<file path="config.mk">
export PLATFORM = sky130hd
export DESIGN_NAME = rx_desc_writer
export DESIGN_NICKNAME = d
export VERILOG_FILES = /design/src/rtl/rdw_pkg.sv /design/src/rtl/rdw_fcs_strip.sv /design/src/rtl/rdw_ring_ptr.sv /design/src/rtl/rx_desc_writer.sv
export SDC_FILE = /design/constraint.sdc
export NUM_CORES = 1
export LEC_CHECK = 0
export BUFFER_PORTS_ARGS = -buffer_cell sky130_fd_sc_hd__buf_4
export CAP_MARGIN = 20
export CORE_AREA = 5 5 184 186
export CTS_CLUSTER_DIAMETER = 50
export DETAILED_ROUTE_END_ITERATION = 8
export DIE_AREA = 0 0 189 191
export GPL_TIMING_DRIVEN = 0
export HOLD_SLACK_MARGIN = 0.08
export PLACE_DENSITY_LB_ADDON = 0.15
export SYNTH_ARGS = -nofsm -noshare
export SYNTH_HDL_FRONTEND = slang
export SYNTH_SLANG_ARGS = --single-unit
</file>
<file path="constraint.sdc">
create_clock -name clk_i -period 3 [get_ports clk_i]
set_input_delay 0.15 -clock clk_i [delete_from_list [all_inputs] [get_ports clk_i]]
set_output_delay 0.15 -clock clk_i [all_outputs]
set_load 0.005 [all_outputs]
</file>
<file path="src/rtl/rdw_pkg.sv">
package rdw_pkg;
  typedef enum logic [2:0] {
    S_IDLE, S_FETCH, S_DROP, S_RECV, S_WBYTE, S_STAT, S_OWN
  } rdw_state_e;

  localparam int unsigned USED_BIT   = 0;
  localparam int unsigned WRAP_BIT   = 1;
  localparam int unsigned SOF_BIT    = 14;
  localparam int unsigned EOF_BIT    = 15;
  localparam int unsigned DESC_BYTES = 8;
  localparam int unsigned STAT_OFS   = 4;
endpackage

</file>
<file path="src/rtl/rdw_fcs_strip.sv">
module rdw_fcs_strip #(
  parameter int unsigned TAIL = 4
) (
  input  logic       clk_i,
  input  logic       rst_ni,
  input  logic       clear_i,
  input  logic       push_i,
  input  logic [7:0] data_i,
  output logic       out_valid_o,
  output logic [7:0] out_data_o
);
  localparam int unsigned FW = $clog2(TAIL + 1);

  logic [7:0]    pipe_q [TAIL];
  logic [FW-1:0] fill_q;

  always_ff @(posedge clk_i or negedge rst_ni) begin
    if (!rst_ni) begin
      fill_q <= '0;
      for (int i = 0; i < TAIL; i++) pipe_q[i] <= '0;
    end else if (clear_i) begin
      fill_q <= '0;
    end else if (push_i) begin
      pipe_q[0] <= data_i;
      for (int i = 1; i < TAIL; i++) pipe_q[i] <= pipe_q[i-1];
      if (fill_q != FW'(TAIL)) fill_q <= fill_q + FW'(1);
    end
  end

  // a byte leaves only once TAIL newer bytes stand behind it
  assign out_valid_o = push_i && (fill_q == FW'(TAIL));
  assign out_data_o  = pipe_q[TAIL-1];

  a_r4_clear_empties: assert property (@(posedge clk_i) disable iff (!rst_ni)
    clear_i |=> !out_valid_o);
endmodule

</file>
<file path="src/rtl/rdw_ring_ptr.sv">
module rdw_ring_ptr #(
  parameter int unsigned AW         = 32,
  parameter int unsigned DESC_BYTES = 8
) (
  input  logic          clk_i,
  input  logic          rst_ni,
  input  logic          base_wr_i,
  input  logic [AW-1:0] base_i,
  input  logic          start_i,
  input  logic          adv_i,
  input  logic          wrap_i,
  output logic [AW-1:0] ptr_o
);
  localparam logic [AW-1:0] ALIGN_MASK = ~AW'(DESC_BYTES - 1);

  logic [AW-1:0] base_q, ptr_q;
  logic          hold_q;  // base reloaded since frame start: skip advance

  always_ff @(posedge clk_i or negedge rst_ni) begin
    if (!rst_ni) begin
      base_q <= '0;
      ptr_q  <= '0;
      hold_q <= 1'b0;
    end else if (base_wr_i) begin
      base_q <= base_i & ALIGN_MASK;
      ptr_q  <= base_i & ALIGN_MASK;
      hold_q <= 1'b1;
    end else begin
      if (start_i) hold_q <= 1'b0;
      if (adv_i && !hold_q) ptr_q <= wrap_i ? base_q : ptr_q + AW'(DESC_BYTES);
    end
  end

  assign ptr_o = ptr_q;

  a_r9_base_load: assert property (@(posedge clk_i) disable iff (!rst_ni)
    base_wr_i |=> ptr_o == ($past(base_i) & ALIGN_MASK));
  a_r7_wrap_to_base: assert property (@(posedge clk_i) disable iff (!rst_ni)
    adv_i && wrap_i && !hold_q && !base_wr_i |=> ptr_o == $past(base_q));
endmodule

</file>
<file path="src/rtl/rx_desc_writer.sv">
module rx_desc_writer
  import rdw_pkg::*;
#(
  parameter int unsigned AW        = 32,
  parameter int unsigned BUF_BYTES = 1536,
  parameter int unsigned LEN_W     = 14,
  parameter int unsigned FCS_BYTES = 4
) (
  input  logic          clk_i,
  input  logic          rst_ni,
  input  logic          qbase_wr_i,
  input  logic [AW-1:0] qbase_i,
  input  logic          rx_valid_i,
  input  logic [7:0]    rx_data_i,
  input  logic          rx_last_i,
  output logic          rx_ready_o,
  output logic          mem_req_o,
  output logic          mem_we_o,
  output logic [AW-1:0] mem_addr_o,
  output logic [3:0]    mem_be_o,
  output logic [31:0]   mem_wdata_o,
  input  logic          mem_ack_i,
  input  logic [31:0]   mem_rdata_i,
  output logic          rsrc_err_o
);
  localparam logic [LEN_W-1:0] LEN_MAX = LEN_W'(BUF_BYTES);

  rdw_state_e       state_q;
  logic [AW-1:0]    desc_q, wa_q, ptr;
  logic [31:0]      w0_q;
  logic [LEN_W-1:0] len_q;
  logic [7:0]       wb_q;
  logic             last_q, err_q, stat_done_q;

  logic accept, fetch_ack, start, adv, sv_valid, room;
  logic [7:0]    sv_data;
  logic [AW-1:0] buf_base;

  assign rx_ready_o = (state_q == S_RECV) || (state_q == S_DROP);
  assign accept     = rx_valid_i && rx_ready_o;
  assign fetch_ack  = (state_q == S_FETCH) && mem_ack_i;
  assign start      = (state_q == S_IDLE) && rx_valid_i;
  assign adv        = (state_q == S_OWN) && mem_ack_i;
  assign room       = len_q < LEN_MAX;
  assign buf_base   = AW'({w0_q[31:2], 2'b00});

  rdw_ring_ptr #(.AW(AW), .DESC_BYTES(DESC_BYTES)) i_ptr (
    .clk_i, .rst_ni,
    .base_wr_i (qbase_wr_i),
    .base_i    (qbase_i),
    .start_i   (start),
    .adv_i     (adv),
    .wrap_i    (w0_q[WRAP_BIT]),
    .ptr_o     (ptr)
  );

  rdw_fcs_strip #(.TAIL(FCS_BYTES)) i_strip (
    .clk_i, .rst_ni,
    .clear_i     (fetch_ack),
    .push_i      (accept && state_q == S_RECV),
    .data_i      (rx_data_i),
    .out_valid_o (sv_valid),
    .out_data_o  (sv_data)
  );

  always_ff @(posedge clk_i or negedge rst_ni) begin
    if (!rst_ni) begin
      state_q     <= S_IDLE;
      desc_q      <= '0;
      w0_q        <= '0;
      len_q       <= '0;
      wa_q        <= '0;
      wb_q        <= '0;
      last_q      <= 1'b0;
      err_q       <= 1'b0;
      stat_done_q <= 1'b0;
    end else begin
      err_q <= 1'b0;
      unique case (state_q)
        S_IDLE: if (rx_valid_i) begin
          desc_q      <= ptr;
          stat_done_q <= 1'b0;
          state_q     <= S_FETCH;
        end
        S_FETCH: if (mem_ack_i) begin
          w0_q  <= mem_rdata_i;
          len_q <= '0;
          if (mem_rdata_i[USED_BIT]) begin
            err_q   <= 1'b1;
            state_q <= S_DROP;
          end else begin
            state_q <= S_RECV;
          end
        end
        S_DROP: if (accept && rx_last_i) state_q <= S_IDLE;
        S_RECV: if (accept) begin
          last_q <= rx_last_i;
          if (sv_valid && room) begin
            wa_q    <= buf_base + AW'(len_q);
            wb_q    <= sv_data;
            len_q   <= len_q + LEN_W'(1);
            state_q <= S_WBYTE;
          end else if (rx_last_i) begin
            state_q <= S_STAT;
          end
        end
        S_WBYTE: if (mem_ack_i) state_q <= last_q ? S_STAT : S_RECV;
        S_STAT: if (mem_ack_i) begin
          stat_done_q <= 1'b1;
          state_q     <= S_OWN;
        end
        S_OWN: if (mem_ack_i) state_q <= S_IDLE;
        default: state_q <= S_IDLE;
      endcase
    end
  end

  always_comb begin
    mem_req_o   = 1'b0;
    mem_we_o    = 1'b0;
    mem_addr_o  = '0;
    mem_be_o    = 4'hF;
    mem_wdata_o = '0;
    unique case (state_q)
      S_FETCH: begin
        mem_req_o  = 1'b1;
        mem_addr_o = desc_q;
      end
      S_WBYTE: begin
        mem_req_o   = 1'b1;
        mem_we_o    = 1'b1;
        mem_addr_o  = {wa_q[AW-1:2], 2'b00};
        mem_be_o    = 4'b0001 << wa_q[1:0];
        mem_wdata_o = {4{wb_q}};
      end
      S_STAT: begin
        mem_req_o   = 1'b1;
        mem_we_o    = 1'b1;
        mem_addr_o  = desc_q + AW'(STAT_OFS);
        mem_wdata_o[LEN_W-1:0] = len_q;
        mem_wdata_o[SOF_BIT]   = 1'b1;
        mem_wdata_o[EOF_BIT]   = 1'b1;
      end
      S_OWN: begin
        mem_req_o   = 1'b1;
        mem_we_o    = 1'b1;
        mem_addr_o  = desc_q;
        mem_wdata_o = w0_q | 32'h1;
      end
      default: ;
    endcase
  end

  assign rsrc_err_o = err_q;

  a_r11_req_hold: assert property (@(posedge clk_i) disable iff (!rst_ni)
    mem_req_o && !mem_ack_i |=> mem_req_o && $stable(mem_addr_o) && $stable(mem_we_o)
                              && $stable(mem_be_o) && $stable(mem_wdata_o));
  a_r3_stall_on_mem: assert property (@(posedge clk_i) disable iff (!rst_ni)
    rx_ready_o |-> !mem_req_o);
  a_r6_status_first: assert property (@(posedge clk_i) disable iff (!rst_ni)
    mem_req_o && mem_we_o && mem_addr_o == desc_q |-> stat_done_q);
  a_r8_err_after_used: assert property (@(posedge clk_i) disable iff (!rst_ni)
    rsrc_err_o |-> $past(mem_ack_i && mem_rdata_i[USED_BIT] && !mem_we_o));
  a_r10_len_bound: assert property (@(posedge clk_i) disable iff (!rst_ni)
    len_q <= LEN_MAX);
endmodule

</file>
# Yosys cells after proc, flatten, opt, wreduce, memory -nomap -nowiden
# Index checks and enable logic that the tools add are counted.
op_classes:
  n_reduce_logical: 28
  bitwise_logic: 1
  order_cmp: 1
  eq_ne: 17
  n_shift: 1
  n_mux: 33
  add_sub_neg: 5
op_table:
  columns: ["op", "n"]
  rows:
  - ["32-bit two-way mux", 3]
  - ["32-bit one-hot mux with 3 select lines", 1]
  - ["16-bit one-hot mux with 3 select lines", 1]
  - ["14-bit two-way mux", 3]
  - ["3-bit two-way mux", 13]
  - ["32-bit by 14-bit adder with 32-bit output", 1]
  - ["32-bit by 3-bit adder with 32-bit output (second input constant)", 1]
  - ["32-bit by 4-bit adder with 32-bit output (second input constant)", 1]
  - ["16-bit one-hot mux with 2 select lines", 1]
  - ["14-bit one-hot mux with 2 select lines", 1]
  - ["3-bit one-hot mux with 7 select lines", 1]
  - ["14-bit by 1-bit adder with 14-bit output (second input constant)", 1]
  - ["14-bit by 11-bit < comparator with 1-bit output (second input constant)", 1]
  - ["3-bit equality test (second input constant)", 4]
  - ["2-bit inequality test (second input constant)", 6]
  - ["2-bit AND reduction", 5]
  - ["2-bit nonzero test", 5]
  - ["1-bit logical AND", 9]
  - ["1-bit two-way mux", 8]
  - ["8-bit AND reduction", 1]
  - ["3-bit by 2-bit equality test with 1-bit output (second input constant)", 2]
  - ["4-bit two-way mux", 1]
  - ["2-bit by 1-bit inequality test with 1-bit output (second input constant)", 2]
  - ["4-bit AND reduction", 1]
  - ["other kinds (13)", 13]
totals:
  in_bits: 78
  word_cells: 102
  regBits: 220
  out_inout_bits: 72

# Logic depth before layout (Yosys ltp)
# Gate-level depths: netlist of run 1.
logic_depth:
  depth_word: 9
  ltp_mapped: 10

# Hierarchy
# Synthesis of run 1 repeated with hierarchy kept, for this count alone.
hier_totals:
  hier_cells: 1270
  area_unflattened_um2: 12410.7
by_module_without_submodules:
  columns: ["module", "cells_each", "n_inst", "seq_area_each_um2", "area_per_inst_um2"]
  rows:
  - ["rx_desc_writer", 820, 1, 3052.9, 7563.5]
  - ["rdw_ring_ptr", 355, 1, 1476.4, 3249.4]
  - ["rdw_fcs_strip", 95, 1, 875.8, 1597.8]

# Worst setup path after synthesis of run 1
# OpenSTA, ideal clock, no wires.
synth_path:
  kind: "reg2reg"
  startpoint: "register len_q[2]"
  endpoint: "register wa_q[26]"
  setup_ns: 0.082
  stages_incl_launch_ff: 11
  arrival_time_ns: 2.423
  path_buffers: 1
  required_ns: 2.918
  synth_period_minus_slack_ns: 2.505
  path_slack_ns: 0.495
  path_cell_list: "dfrtp_1 > ha_1 > inv_1 > fa_1 > and2b_1 > o2111ai_2 > a21oi_4 > o21ai_2 > buf_6 > or4_1 > a31oi_1"
synth_via:
  elab_chain_cells: 3
  elab_cells_between_ends: 4
synth_rtl:
  columns: ["element", "line", "source"]
  rows:
  - ["start: declaration", "rx_desc_writer.sv:31", "logic [LEN_W-1:0] len_q;"]
  - ["start signal: assignment", "rx_desc_writer.sv:101", "len_q <= len_q + LEN_W'(1);"]
  - ["14-bit by 11-bit < comparator with 1-bit output", "rx_desc_writer.sv:44", "assign room = len_q < LEN_MAX;"]
  - ["1-bit logical AND", "rx_desc_writer.sv:98", "if (sv_valid && room) begin"]
  - ["3-bit AND reduction (no line)", null, null]
  - ["end signal: assignment", "rx_desc_writer.sv:99", "wa_q <= buf_base + AW'(len_q);"]
  - ["end: declaration", "rx_desc_writer.sv:29", "logic [AW-1:0] desc_q, wa_q, ptr;"]
# Several ways; a longest one is shown, not always the timed one.
# A chain may end at the register's enable or synchronous reset.

# Worst setup path in the final report of run 1
layout_path:
  startpoint: "register state_q[1]"
  endpoint: "output port mem_wdata_o[13]"
layout_via:
  elab_chain_cells: 2
  elab_cells_between_ends: 4
layout_rtl:
  columns: ["element", "line", "source"]
  rows:
  - ["start: declaration", "rx_desc_writer.sv:28", "rdw_state_e state_q;"]
  - ["start signal: assignment", "rx_desc_writer.sv:107", "S_WBYTE: if (mem_ack_i) state_q <= last_q ? S_STAT : S_RECV;"]
  - ["3-bit equality test, on equally long branches", null, null]
  - ["16-bit one-hot mux with 3 select lines (*)", "rx_desc_writer.sv:124", "unique case (state_q)"]
  - ["end: declaration", "rx_desc_writer.sv:21", "output logic [31:0] mem_wdata_o,"]
# Every way passes the cells marked *; elsewhere a longest branch is shown, timed or not.

==> results of run 1 <==
-- timing repair --
action                                  4_1_cts  5_1_grt
setup buffers                                 0        1
gates resized for setup                       3        4
endpoints found under the setup margin       19       20
hold buffers                                 72        0
gates cloned                                  0        0
pin swaps                                     0        1
endpoints found under the hold margin       231        0
-- power by group through the flow --
stage               clock [W]  combinational [W]  sequential [W]
detailed placement          0            0.00393         0.00465
floorplan                   0            0.00258         0.00433
finish                0.00404            0.00401         0.00463
global placement            0            0.00388         0.00463
global route          0.00427            0.00446         0.00474
CTS                   0.00413            0.00403         0.00461
-- path summary, 6_finish.rpt --
path / from / end / slack (ns) / cells past startpoint
max: state_q[1]$_DFFE_PN0P_ / mem_wdata_o[13] / 0.21 / 7
min: rst_ni / i_ptr.ptr_o[6]$_DFFE_PN0P_ / 0.14 / 2
max reg2reg: len_q[2]$_DFFE_PN0P_ / wa_q[28]$_DFFE_PN0P_ / 0.22 / 10
min reg2reg: i_strip.pipe_q[20]$_DFFE_PN0P_ / i_strip.pipe_q[12]$_DFFE_PN0P_ / 0.46 / 2
max in group asynchronous: rst_ni / i_strip.out_data_o[1]$_DFFE_PN0P_ / 1.67 / 4
min in group clk_i: rx_valid_i / i_strip.pipe_q[29]$_DFFE_PN0P_ / 0.14 / 4
-- kinds of logic (layout without fill, tap and decap cells) --
group                    after synthesis  count (layout)
adder cells (fa/ha/maj)               17              17
flip-flops                           213             213
buffers and inverters                105             385
multiplexers                          96              96
XOR/XNOR                              34              34
AND/OR/NAND/NOR                      416             416
other                                  1               2
AO/OA/AOI/OAI                        274             274
-- worst register-to-register path: stages (launching register included) --
cell	delay, ns
dfrtp_2	0.41
ha_1	0.20
inv_1	0.06
fa_1	0.42
and2b_1	0.25
o2111ai_2	0.16
a21oi_4	0.26
o21ai_2	0.12
buf_6	0.15
or4_1	0.50
a31oi_1	0.18
-- placed cells by master (no fill, tap or decap), types with 13 or more instances in the layout --
master         instances
a21oi_1               59
a22o_1                46
a22oi_1               13
a31oi_1               15
and2_1                19
and3_1                17
buf_2                 14
buf_4                145
clkbuf_1              49
clkbuf_16             36
dfrtp_1              212
dlygate4sd3_1         72
ha_1                  16
inv_1                 29
mux2_2                73
mux2i_1               15
nand2_1              217
nand3_1               27
nor2_1                56
nor2b_1               14
o21ai_0               76
xnor2_1               19
xor2_1                15
-- routing by layer --
metal	global-route usage, %	wire length [microns]	up-vias
met2	31.6	16300	290
met4	4.79	874	0
met3	2.98	1740	61
met1	27.1	16500	4629
met5	0	0	-
li1	-	-	4626
-- state kept, by name, indices dropped and copies added (netlist names) --
signal and count:
desc_q 29, i_strip.out_data_o 8, wa_q 32, i_strip.fill_q 3, w0_q 31, last_q 1, rsrc_err_o 1, i_ptr.ptr_o 29
wb_q 8, len_q 14, state_q 3, i_ptr.base_q 29, i_ptr.hold_q 1, i_strip.pipe_q 24
-- final cells by class --
class | count | area, sq um
Clock inverter | 16 | 170
Timing Repair Buffer | 218 | 1860
Fill cell | 3115 | 17500
Buffer | 76 | 323
Tap cell | 408 | 510
Inverter | 29 | 109
Multi-Input combinational cell | 839 | 5330
Clock buffer | 46 | 1020
Sequential cell | 213 | 5330
-- through the flow --
| stage | hold WS [ns] | setup WS [ns] | total power (W) |
|---|---|---|---|
| after floorplan | -0.146 | 0.495 | 0.00691 |
| after global placement | 0.341 | 0.0605 | 0.00851 |
| after detailed placement | 0.0908 | 0.154 | 0.00858 |
| after CTS | 0.128 | 0.0358 | 0.0128 |
| after global routing | 0.158 | -0.000416 | 0.0135 |
| final | 0.139 | 0.214 | 0.0127 |
==> results_dict.tcl, run 1 <==
set metrics [dict create \
    vias 9606 \
    start_kind "register" \
    slowest_stage "clkbuf_1" \
    grt_antenna_before_repair 0 \
    area_delta_synth_final_pct 32.3 \
    core-area_sq_um 32100 \
    avgSynthCellArea_sq_um 9.58 \
    p_per_area_nw_per_um2 865 \
    fp.dieH_microns 191 \
    status "finished, final reports clean" \
    clkPwrFrac_pct 31.9 \
    synth_top_family_by_area "simple AND/OR/NAND/NOR gates" \
    fin_nets 1507 \
    synth_top_cell_by_area "dfrtp_1" \
    avgRoutedWirePerCell_microns 19.2 \
    cts_tree "done" \
    crit_family "buffers and inverters" \
    worst_ir_drop_vdd_mv 0.530 \
    dp.cells 1710 \
    p_int_w 0.00819 \
    synth.area.mux_share_pct 9.59 \
    cts-root-buf "clkbuf_16" \
    p_seq_share_pct 36.5 \
    ant_nets 0 \
    finClkSkew_ns 0.0276 \
    drv_slew 0 \
    wl_mm 35.4 \
    worstSkewPairLatency_ns 0.51 \
    place.gp.congestion 0.896 \
    hold_violations 0 \
    synth.most_common_cell "nand2_1" \
    netlist_instances 1156 \
    tightest_slew_ns 0.898 \
    post-route-period-util_pct 92.9 \
    synthSimpleGateAreaFrac_pct 17.5 \
    cp.buffers_inverters 3 \
    finish.utilization_pct 45.6 \
    cts_buffers 35 \
    p_leak_nw 6.64 \
    path_class "reg2out" \
    synth_edf_count 0 \
    htree_levels 2 \
    maxClockFrequency_mhz 359 \
    synth_area_sq_um 11100 \
    instances_no_fill 1845 \
    pwr-share-comb_pct 31.6 \
    ios 150 \
    period_needed_ns 2.79 \
    synth_common_cells "217 x nand2_1, 213 x dfrtp_1, 76 x o21ai_0" \
    dpl_cell_area_sq_um 12700 \
    ys_dominant_reg_cell "dfrtp_1" \
    cts_sinks 213 \
    cp_common_cell "clkbuf_1" \
    synth-compound-area-share_pct 16.2 \
    critical_path.max_stage_delay_ns 0.47 \
    yosysUniqueCellTypes 74 \
    port_buffers 143 \
    grt_max_degree 86 \
    crit_path_cell_trace "clkbuf_1 > nor2b_1 > clkbuf_1 > nand2_1 > o21ai_0 > and2_1 > buf_4" \
    finalSetupViolCount 0 \
    via_per_inst 5.21 \
    crit_arrival_ns 2.64 \
    crit_path_end_kind "output port" \
    ys_ff_latch 213 \
    power_switching_w 0.00449 \
    rows 66 \
    ys_warn_count 0 \
    slew_headroom_pct 39.3 \
    switching_share_pct 35.4 \
    synthTopCellsByArea "dfrtp_1 48%, mux2_2 7.4%, nand2_1 7.4%" \
    ys_seq_area_share_pct 48.1 \
    design_area_sq_um 14700 \
    synth.top_cell.area_share_pct 48.1 \
    grt_overflow 0 \
    hpwl_mm 26.0 \
    synth-xor-area-share_pct 2.69 \
    layout-drive-gt1-share_pct 21.8 \
    dr.pass1.iters 5 \
    clk_pin_slew_worst_paths_ns 0.05 \
    first_iter_violations 662 \
    grt_pass1_vias 9602 \
    die_area_sq_um 36100 \
    start_util_pct 34.5 \
    grt_use_total_pct 19.4 \
    die-width_microns 189 \
    drcViolationCount 0 \
    hold_class "in2async" \
    antenna_cells 0 \
    path_max_fanout 10 \
    grt_pass1_wl_mm 55.6 \
    cap_viol_max_count 0 \
    synth-async-reset-ratio_pct 100 \
    finalSetupTns_ns 0 \
    yosys.area_share.adder_pct 1.99 \
    worstPathRequired_ns 2.85 \
    clockBufferDepth 3 \
]
(Power assumes the default switching activity.)
==> run 2: changes to the inputs <==
--- a/config.mk
+++ b/config.mk
@@ -5,15 +5,17 @@
 export SDC_FILE = /design/constraint.sdc
 export NUM_CORES = 1
 export LEC_CHECK = 0
+export ABC_AREA = 1
 export BUFFER_PORTS_ARGS = -buffer_cell sky130_fd_sc_hd__buf_4
 export CAP_MARGIN = 20
-export CORE_AREA = 5 5 184 186
+export CORE_AREA = 5 5 187 189
 export CTS_CLUSTER_DIAMETER = 50
 export DETAILED_ROUTE_END_ITERATION = 8
-export DIE_AREA = 0 0 189 191
+export DIE_AREA = 0 0 192 194
 export GPL_TIMING_DRIVEN = 0
 export HOLD_SLACK_MARGIN = 0.08
 export PLACE_DENSITY_LB_ADDON = 0.15
+export REMOVE_ABC_BUFFERS = 1
 export SYNTH_ARGS = -nofsm -noshare
 export SYNTH_HDL_FRONTEND = slang
 export SYNTH_SLANG_ARGS = --single-unit
==> run 2 against run 1 <==
  * Worst hold slack better by 0.066 ns
  * Critical path depth is the same
  * Cell count up 21%
  * Sequential power decreased by 2%
  * First-iteration DRC count shrank 3.0%
  * Routed wire length rose by 4.1%
  * Die area is 3.2% higher
  * Sequential share of layout area fell by 0.57 points
  * Clock skew is 0.014 ns lower
  * Register-to-register slack is essentially flat
  * Worst setup slack worse by 0.12 ns
==> results_dict.tcl, run 2 <==
set metrics [dict create \
    hold_violations 0 \
    cts-root-buf "clkbuf_16" \
    p_seq_share_pct 37.8 \
    drv_slew 0 \
    synth_area_sq_um 11400 \
    hold_slack_ns 0.206 \
    grt_overflow 0 \
    yosysUniqueCellTypes 42 \
    synth.top_cell.area_share_pct 46.6 \
    avgSynthCellArea_sq_um 7.34 \
    finalSetupTns_ns 0 \
    worst_ir_drop_vdd_mv 0.423 \
    hold_class "in2reg" \
    reg_top3 "wa_q: 32 flops, w0_q: 31 flops" \
    grt_use_total_pct 19.7 \
    p_leak_nw 7.46 \
    htree_levels 2 \
    synthTopCellsByArea "dfrtp_1 47%, nand2_1 19%, o21ai_0 6.4%" \
    ys_dominant_reg_cell "dfrtp_1" \
    start_kind "register" \
    synth.most_common_cell "nand2_1" \
    layout-drive-gt1-share_pct 13.2 \
    grt_pass1_wl_mm 59.0 \
    r2r-start "state_q[0]$_DFFE_PN0P_" \
    dr.pass1.iters 4 \
    cts_buffers 34 \
    period_needed_ns 2.91 \
    design_area_sq_um 14900 \
    place.gp.congestion 0.873 \
    slew_headroom_pct 31.4 \
    fp.dieH_microns 194 \
    grt_pass1_vias 10700 \
    vias 10800 \
    worstHoldPathCells 3 \
    final_cell_mix "568 x nand2_1, 212 x dfrtp_1, 151 x inv_1" \
    drcViolationCount 0 \
    crit_end "mem_wdata_o[19]" \
    dpl_cell_area_sq_um 12900 \
    start_util_pct 34.6 \
    worstSkewPairLatency_ns 0.50 \
    ys_warn_count 0 \
    rsz0062_at_grt "false" \
    ant_nets 0 \
    status "finished, final reports clean" \
    synth_top_cell_by_area "dfrtp_1" \
    cap_viol_max_count 0 \
    worstPathRequired_ns 2.85 \
    core-area_sq_um 33100 \
    crit_path_cell_trace "inv_2 > nand2_1 > nor2_4 > buf_4 > clkinvlp_2 > o21ai_0 > buf_4" \
    path_max_fanout 10 \
    hpwl_mm 25.7 \
    grt_max_degree 111 \
    die-width_microns 192 \
    cts_sinks 213 \
    maxClockFrequency_mhz 344 \
    avgRoutedWirePerCell_microns 16.5 \
    cp-startpoint "state_q[0]$_DFFE_PN0P_" \
    pwr-share-comb_pct 29.5 \
    power_switching_w 0.00435 \
    pre_cts_slack_ns -0.721 \
    ios 150 \
    r2r_cells 10 \
    first_iter_violations 642 \
    crit_arrival_ns 2.76 \
    reg2reg_to "i_ptr.ptr_o[9]$_DFFE_PN0P_" \
    synth_common_cells "569 x nand2_1, 213 x dfrtp_1, 152 x inv_1" \
    worst_slack_ns 0.0912 \
    synth_edf_count 0 \
    rows 67 \
    p_per_area_nw_per_um2 807 \
    rrSetupSlack_ns 0.23 \
    tightest_slew_ns 1.03 \
    switching_share_pct 36.2 \
    area_delta_synth_final_pct 30.1 \
    finClkSkew_ns 0.0139 \
    path_class "reg2out" \
    ys_ff_latch 213 \
    critical_path.max_stage_delay_ns 0.48 \
    top_register "wa_q" \
    clockBufferDepth 3 \
    netlist_instances 1558 \
    antenna_cells 0 \
    synth-async-reset-ratio_pct 100 \
    ys_seq_area_share_pct 46.6 \
    grt_antenna_before_repair 0 \
    die_area_sq_um 37200 \
    clkPwrFrac_pct 32.7 \
    cp_common_cell "buf_4" \
    via_per_inst 4.83 \
    largest_register_ffs 32 \
    clk_pin_slew_worst_paths_ns 0.05 \
    crit_path_end_kind "output port" \
    fin_nets 1857 \
    port_buffers 144 \
    slowest_stage "clkinvlp_2" \
    final_common_cell "nand2_1" \
    cts_tree "done" \
    p_int_w 0.00767 \
    wl_mm 36.8 \
    post-route-period-util_pct 97.0 \
    finalSetupViolCount 0 \
]
run 2: cell count changes after synthesis, sizes merged, moves of 24 or more:
cell | before | now
mux2 | 81 | 0
clkbuf | 51 | 27
o21ai | 86 | 149
inv | 29 | 160
nand3 | 28 | 100
nand2 | 217 | 573
nor2 | 57 | 112
run 2: metrics by stage:
stage	instances	utilization, %	total power [W]
CTS	2229	44.8	0.0121
global route	2232	45.0	0.0128
global placement	2091	38.7	0.00782
finish	2232	45.0	0.0120
detailed placement	2094	39.0	0.00791
floorplan	1499	-	0.00640
run 2: worst min path at each step:
stage                      start                              to  slack [ns]
floorplan                 rst_ni          desc_q[10]$_DFFE_PN0P_       -0.15
CTS                   rx_valid_i          state_q[2]$_DFFE_PN0P_        0.17
detailed placement        rst_ni            rsrc_err_o$_DFF_PN0_        0.30
global route          rx_valid_i          state_q[2]$_DFFE_PN0P_        0.23
finish                qbase_wr_i    i_ptr.base_q[27]$_DFFE_PN0P_        0.21
global placement    rx_data_i[5]  i_strip.pipe_q[29]$_DFFE_PN0P_        0.35
run 2: cells by family after synthesis:
group / synth area share [%]
buffers and inverters: 7.71
AOI/OAI and AO/OA: 13.3
xor gates and xnor gates: 1.68
other: 0.0328
and+or+nand+nor: 28.8
adders and majority gates: 1.92
DFF: 46.6
run 2: routing by layer:
| layer | wire (microns) | vias to the layer above | track usage, % |
|---|---|---|---|
| li1 | - | 5437 | - |
| met1 | 16900 | 5037 | 27.2 |
| met2 | 17200 | 251 | 32.3 |
| met3 | 1640 | 51 | 2.48 |
| met4 | 1030 | 0 | 6.10 |
| met5 | 0 | - | 0 |
run 2: worst max-delay path, delay by kind of cell (launching register included):
family / cells / cell delay, ns
compound gates: 1 / 0.40
buf+inv: 4 / 0.94
flops: 1 / 0.40
simple gates: 2 / 0.53
run 2: timing repair:
item / CTS / global route
buffers inserted: 3 / 3
cloned: 3 / 0
hold endpoints to repair: 209 / 0
endpoints found under the setup margin: 91 / 36
hold buffers: 71 / 0
pin swaps: 3 / 2
resized for setup: 11 / 3
run 2: power by group through the flow:
stage	sequential [W]	clock, W	combinational (W)
finish	0.00454	0.00393	0.00355
global route	0.00466	0.00414	0.00403
CTS	0.00454	0.00401	0.00353
detailed placement	0.00456	0	0.00335
global placement	0.00455	0	0.00327
floorplan	0.00430	0	0.00210
run 2: area by class of cell:
class                           instances  area, sq um
Clock inverter                         14          170
Sequential cell                       213         5330
Tap cell                              448          561
Multi-Input combinational cell       1127         5310
Timing Repair inverter                  1         5.00
Inverter                              161          621
Fill cell                            3369        18200
Clock buffer                           44          960
Timing Repair Buffer                  224         1930
